**config.mk**
```make
export PLATFORM = sky130hd
export DESIGN_NAME = dbg_mailbox
export DESIGN_NICKNAME = d
export VERILOG_FILES = /design/src/rtl/dbg_mbox_pkg.sv /design/src/rtl/mbox_slot.sv /design/src/rtl/mbox_event.sv /design/src/rtl/mbox_rdport.sv /design/src/rtl/dbg_mailbox.sv
export SDC_FILE = /design/constraint.sdc
export NUM_CORES = 1
export LEC_CHECK = 0
export CELL_PAD_IN_SITES_DETAIL_PLACEMENT = 0
export CELL_PAD_IN_SITES_GLOBAL_PLACEMENT = 1
export CORE_AREA = 5 5 134 136
export DETAILED_ROUTE_END_ITERATION = 10
export DIE_AREA = 0 0 139 141
export PLACE_DENSITY_LB_ADDON = 0.1
export SYNTH_ARGS = -nofsm -noshare
export SYNTH_HDL_FRONTEND = slang
export SYNTH_SLANG_ARGS = --single-unit
```
**constraint.sdc**
```tcl
create_clock -name clk -period 1.4 [get_ports clk]
set_clock_uncertainty 0.2 [all_clocks]
set_input_delay 0.14 -clock clk [delete_from_list [all_inputs] [get_ports clk]]
set_output_delay 0.14 -clock clk [all_outputs]
set_load 0.005 [all_outputs]
```
**src/rtl/dbg_mbox_pkg.sv**
```systemverilog
package dbg_mbox_pkg;

  // pending bit positions: CPU decodes these when clearing
  localparam int unsigned MB_NUM_EV  = 2;
  localparam int unsigned EV_HOST_RD = 0;
  localparam int unsigned EV_HOST_WR = 1;

  typedef enum logic [1:0] {
    RG_DATA = 2'd0,
    RG_STAT = 2'd1,
    RG_PEND = 2'd2,
    RG_NONE = 2'd3
  } mb_reg_e;

  // first member is the MSB: lock=4, h2c_ovr=3, c2h_ovr=2, h2c_full=1, c2h_full=0
  typedef struct packed {
    logic lock;
    logic h2c_ovr;
    logic c2h_ovr;
    logic h2c_full;
    logic c2h_full;
  } mb_stat_t;

endpackage

```
**src/rtl/mbox_slot.sv**
```systemverilog
module mbox_slot #(
  parameter int unsigned W = 32
) (
  input  logic         clk,
  input  logic         rst,
  input  logic         wr,
  input  logic         rd,
  input  logic [W-1:0] wdata,
  output logic [W-1:0] q,
  output logic         full,
  output logic         ovr
);

  always_ff @(posedge clk) begin
    if (rst) begin
      q    <= '0;
      full <= 1'b0;
      ovr  <= 1'b0;
    end else begin
      if (wr) q <= wdata;
      // a producer write beats a same-cycle consumer read
      if (wr)      full <= 1'b1;
      else if (rd) full <= 1'b0;
      // overwrite of an unconsumed word is an overrun
      if (wr && full && !rd) ovr <= 1'b1;
      else if (rd)           ovr <= 1'b0;
    end
  end

endmodule

```
**src/rtl/mbox_event.sv**
```systemverilog
module mbox_event #(
  parameter int unsigned N = 2
) (
  input  logic         clk,
  input  logic         rst,
  input  logic [N-1:0] ev,
  input  logic [N-1:0] clr,
  output logic [N-1:0] pend,
  output logic         irq
);

  logic [N-1:0] pend_nxt;

  generate
    for (genvar i = 0; i < N; i++) begin : g_bit
      // a fresh event outranks a clear in the same cycle
      assign pend_nxt[i] = ev[i] | (pend[i] & ~clr[i]);
    end
  endgenerate

  always_ff @(posedge clk) begin
    if (rst) begin
      pend <= '0;
      irq  <= 1'b0;
    end else begin
      pend <= pend_nxt;
      irq  <= |pend_nxt;
    end
  end

endmodule

```
**src/rtl/mbox_rdport.sv**
```systemverilog
module mbox_rdport #(
  parameter int unsigned W  = 32,
  parameter int unsigned SW = 5,
  parameter int unsigned NP = 2
) (
  input  logic          clk,
  input  logic          rst,
  input  logic          rd_en,
  input  logic          sel_data,
  input  logic          sel_stat,
  input  logic          sel_pend,
  input  logic [W-1:0]  data,
  input  logic [SW-1:0] stat,
  input  logic [NP-1:0] pend,
  output logic [W-1:0]  rdata
);

  always_ff @(posedge clk) begin
    if (rst) begin
      rdata <= '0;
    end else if (rd_en) begin
      if (sel_data)      rdata <= data;
      else if (sel_stat) rdata <= W'(stat);
      else if (sel_pend) rdata <= W'(pend);
      else               rdata <= '0;
    end
  end

endmodule

```
**src/rtl/dbg_mailbox.sv**
```systemverilog
module dbg_mailbox
  import dbg_mbox_pkg::*;
#(
  parameter int unsigned DATA_W = 32,
  parameter int unsigned ADDR_W = 2
) (
  input  logic              clk,
  input  logic              rst,
  input  logic              sec_lock,
  input  logic              dbg_wr_en,
  input  logic              dbg_rd_en,
  input  logic [ADDR_W-1:0] dbg_addr,
  input  logic [DATA_W-1:0] dbg_wdata,
  output logic [DATA_W-1:0] dbg_rdata,
  input  logic              cpu_wr_en,
  input  logic              cpu_rd_en,
  input  logic [ADDR_W-1:0] cpu_addr,
  input  logic [DATA_W-1:0] cpu_wdata,
  output logic [DATA_W-1:0] cpu_rdata,
  output logic              irq
);

  localparam int unsigned STAT_W = $bits(mb_stat_t);

  // address decode
  logic dbg_data_wr, dbg_data_rd, cpu_data_wr, cpu_data_rd, cpu_pend_wr;
  logic dbg_is_data, dbg_is_stat, dbg_is_pend;
  logic cpu_is_data, cpu_is_stat, cpu_is_pend;

  assign dbg_is_data = (dbg_addr == ADDR_W'(RG_DATA));
  assign dbg_is_stat = (dbg_addr == ADDR_W'(RG_STAT));
  assign dbg_is_pend = (dbg_addr == ADDR_W'(RG_PEND));
  assign cpu_is_data = (cpu_addr == ADDR_W'(RG_DATA));
  assign cpu_is_stat = (cpu_addr == ADDR_W'(RG_STAT));
  assign cpu_is_pend = (cpu_addr == ADDR_W'(RG_PEND));

  assign dbg_data_wr = dbg_wr_en && dbg_is_data;
  assign dbg_data_rd = dbg_rd_en && dbg_is_data;
  assign cpu_data_wr = cpu_wr_en && cpu_is_data;
  assign cpu_data_rd = cpu_rd_en && cpu_is_data;
  assign cpu_pend_wr = cpu_wr_en && cpu_is_pend;

  // CPU-to-host word: CPU produces, host consumes
  logic [DATA_W-1:0] c2h_q;
  logic              c2h_full, c2h_ovr;

  mbox_slot #(.W(DATA_W)) u_c2h (
    .clk   (clk),
    .rst   (rst),
    .wr    (cpu_data_wr),
    .rd    (dbg_data_rd),
    .wdata (cpu_wdata),
    .q     (c2h_q),
    .full  (c2h_full),
    .ovr   (c2h_ovr)
  );

  // host-to-CPU word: host produces, CPU consumes
  logic [DATA_W-1:0] h2c_q;
  logic              h2c_full, h2c_ovr;

  mbox_slot #(.W(DATA_W)) u_h2c (
    .clk   (clk),
    .rst   (rst),
    .wr    (dbg_data_wr),
    .rd    (cpu_data_rd),
    .wdata (dbg_wdata),
    .q     (h2c_q),
    .full  (h2c_full),
    .ovr   (h2c_ovr)
  );

  // host-side access events feed the sticky pending bits
  logic [MB_NUM_EV-1:0] ev, clr, pend;

  always_comb begin
    ev             = '0;
    ev[EV_HOST_RD] = dbg_data_rd;
    ev[EV_HOST_WR] = dbg_data_wr;
    clr            = cpu_pend_wr ? cpu_wdata[MB_NUM_EV-1:0] : '0;
  end

  mbox_event #(.N(MB_NUM_EV)) u_evt (
    .clk  (clk),
    .rst  (rst),
    .ev   (ev),
    .clr  (clr),
    .pend (pend),
    .irq  (irq)
  );

  // shared status view; the lock level is reported, never enforced
  mb_stat_t stat;

  always_comb begin
    stat.lock     = sec_lock;
    stat.h2c_ovr  = h2c_ovr;
    stat.c2h_ovr  = c2h_ovr;
    stat.h2c_full = h2c_full;
    stat.c2h_full = c2h_full;
  end

  mbox_rdport #(.W(DATA_W), .SW(STAT_W), .NP(MB_NUM_EV)) u_dbg_rd (
    .clk      (clk),
    .rst      (rst),
    .rd_en    (dbg_rd_en),
    .sel_data (dbg_is_data),
    .sel_stat (dbg_is_stat),
    .sel_pend (dbg_is_pend),
    .data     (c2h_q),
    .stat     (stat),
    .pend     (pend),
    .rdata    (dbg_rdata)
  );

  mbox_rdport #(.W(DATA_W), .SW(STAT_W), .NP(MB_NUM_EV)) u_cpu_rd (
    .clk      (clk),
    .rst      (rst),
    .rd_en    (cpu_rd_en),
    .sel_data (cpu_is_data),
    .sel_stat (cpu_is_stat),
    .sel_pend (cpu_is_pend),
    .data     (h2c_q),
    .stat     (stat),
    .pend     (pend),
    .rdata    (cpu_rdata)
  );

endmodule

```
==> impl_metrics.tcl <==
set metrics [dict create \
    outcome "finished, final reports clean" \
    dr.first_iter.drc_count 110 \
    antenna_found_initial 1 \
    crit_fanout 7 \
    dp.cells 960 \
    tns_ns 0 \
    grtUsageTotal 0.1493 \
    clk_path_buf_depth 2 \
    fin_crit_sh 0.9708 \
    die_w_um 139 \
    start_util 0.3011 \
    final_max_slew_viol_count 0 \
    setup_viol 0 \
    antenna_cells 0 \
    seqCellArea_mm2 0.002704 \
    powerDensity_mw_per_mm2 1216 \
    grt_pass1_wl_um 23400 \
    worstPathRequired_ns 1.54 \
    crit_path_end_kind "register" \
    hold_viol 0 \
    cts_root_buf "clkbuf_16" \
    place_hpwl_um 10030 \
    cp-start-kind "input pin" \
    grt_max_degree 39 \
    min_period_ns 1.359 \
    place_congestion 0.7454 \
    area_growth_pct 48.46 \
    layout-drive-gt1-share 0.1164 \
    intPower_mw 7.197 \
    drc_errors 0 \
    top_level_ports 140 \
    core-area_mm2 0.01682 \
    grt_pass1_vias 4557 \
    routed-via-count 4452 \
    p_leak_nw 3.098 \
    finalNonFillerCells 998 \
    io_buffer_count 139 \
    swShare 0.2130 \
    routed_wl_um 14580 \
    total_power_mw 9.145 \
    synth.avg_cell_area_um2 8.411 \
    nNetsFinal 836 \
    seqPwrFrac 0.435 \
    wl_per_cell_um 14.60 \
    arrival_ns 1.50 \
    cts_tree "done" \
    worst_slew_pin_slew_ns 0.3954 \
    hp-class "input pin to register" \
    clk_latency_ns 0.41 \
    p_switching_mw 1.948 \
    fill_cells 1712 \
    place_area_mm2 0.006924 \
    p_comb_frac 0.080 \
    die_area_mm2 0.01960 \
    ant_nets 0 \
    core.rowCount 48 \
    via_per_inst 4.461 \
    fmaxAchievable_mhz 735.8 \
    synth_cells 602 \
    clock_sinks 135 \
    synth_nets 677 \
    cts_buffers 17 \
    multi_input_area_mm2 0.002108 \
    pwr-share-clk 0.485 \
    clk_pin_slew_ns 0.06 \
    grt-ovfl-total 0 \
    synthDistinctLibCells 23 \
    cap_violations 0 \
    ys_seq_area_frac 0.5337 \
    dr.pass1.iters 7 \
    finish.instance_area_mm2 0.007517 \
    die_h_um 141 \
    ys_ff_latch 135 \
    critical_path_class "input pin to register" \
    yosys_warnings 0 \
    htreeDepth 4 \
    slew_headroom 0.7364 \
    synth_area_mm2 0.005064 \
    vdd_ir_drop_max_uv 808.4 \
]
-- critical path, cell delays in order --
cell and delay, ns:
clkdlybuf4s50_1 0.46, buf_4 0.17, nor3b_4 0.17, buf_4 0.18, buf_2 0.19, nand2_1 0.07, a21oi_1 0.12
-- per-layer routing --
metal  GRT usage  vias up  wire length (um)  part of all wire
met2      0.2403      106              6610              0.45
met5           0        -                12           0.00082
li1            -     2280                 -                 -
met1      0.1857     2045              6732              0.46
met3     0.05868       19               960             0.066
met4     0.04531        2               259             0.018
-- cell usage after synthesis (all sizes together) --
cell type	count	area (um2)
a21oi	131	663.1
a311oi	2	17.52
buf	27	197.7
clkbuf	18	67.56
dfxtp	135	2703
mux2	6	67.56
mux2i	4	40.04
nand2	130	488.0
nand2b	2	12.51
nand3b	2	15.01
nand4b	2	17.52
nor2	66	247.7
nor2b	63	394.1
nor3	4	20.02
nor3b	4	62.56
o211a	2	20.02
or2	2	12.51
or3b	2	17.52
-- logic make-up after synthesis --
kind of cell / after synthesis / synth area share
flops: 135 / 0.5337
mux: 10 / 0.02125
compound gates: 135 / 0.1384
simple gates: 277 / 0.2543
buf+inv: 45 / 0.05238
-- sequential cells by signal (all words and copies together) (netlist names) --
register	cells
u_c2h.full	1
u_c2h.ovr	1
u_c2h.q	32
u_cpu_rd.rdata	32
u_dbg_rd.rdata	32
u_evt.irq	1
u_evt.pend	2
u_h2c.full	1
u_h2c.ovr	1
u_h2c.q	32
-- per-stage QoR --
stage / utilization / worst slack (ns) / hold slack (ns)
2_1_floorplan: - / 0.04855 / 0.07596
6_report: 0.4470 / 0.04091 / 0.07655
5_1_grt: 0.4470 / -0.003506 / 0.05751
4_1_cts: 0.4428 / 0.009745 / 0.05930
3_3_place_gp: 0.4118 / -0.3816 / 0.2420
3_5_place_dp: 0.4118 / -0.4209 / 0.2457
-- power by group through the flow --
| stage | Sequential [mW] | Clock [mW] | Combinational, mW |
|---|---|---|---|
| floorplan | 4.05 | 0 | 0.303 |
| global placement | 4.06 | 0 | 0.731 |
| detailed placement | 4.06 | 0 | 0.735 |
| CTS | 3.98 | 4.59 | 0.730 |
| global route | 3.98 | 4.76 | 0.803 |
| finish | 3.98 | 4.44 | 0.733 |
-- final timing paths --
check / depth (start not counted) / from / slack (ns) / end
setup / recovery: 7 / dbg_addr[0] / 0.04 / u_h2c.q[17]$_SDFFE_PP0P_
hold / removal: 3 / cpu_wdata[19] / 0.08 / u_c2h.q[19]$_SDFFE_PP0P_
setup reg to reg: 3 / u_evt.pend[0]$_SDFF_PP0_ / 0.14 / u_cpu_rd.rdata[0]$_SDFFE_PP0P_
hold reg to reg: 2 / u_h2c.q[24]$_SDFFE_PP0P_ / 0.25 / u_h2c.q[24]$_SDFFE_PP0P_
-- cell type report --
| type | count | share of cell area |
|---|---|---|
| Sequential cell | 135 | 0.3597 |
| Multi-Input combinational cell | 422 | 0.2805 |
| Timing Repair Buffer | 185 | 0.2442 |
| Clock buffer | 21 | 0.06125 |
| Tap cell | 225 | 0.03745 |
| Clock inverter | 10 | 0.01698 |
-- what timing repair did --
item | 4_1_cts | 5_1_grt
pin swaps | 0 | 2
gates resized for setup | 67 | 6
buffers inserted | 0 | 4
setup endpoints to repair | 66 | 54
hold buffers | 1 | 0
hold endpoints to repair | 22 | 0
gates cloned | 0 | 2
-- layout by cell type, fill, tap and decap left out, types with 6 or more instances in the layout --
cell type	count
nor2_1	66
dfxtp_1	134
clkinv_2	6
mux2_2	6
buf_12	12
nor2b_1	63
clkdlybuf4s50_1	72
clkbuf_16	18
buf_4	30
dlygate4sd2_1	61
nand2_1	130
a21oi_1	129
Note: power is estimated with default switching activity, not from simulation.
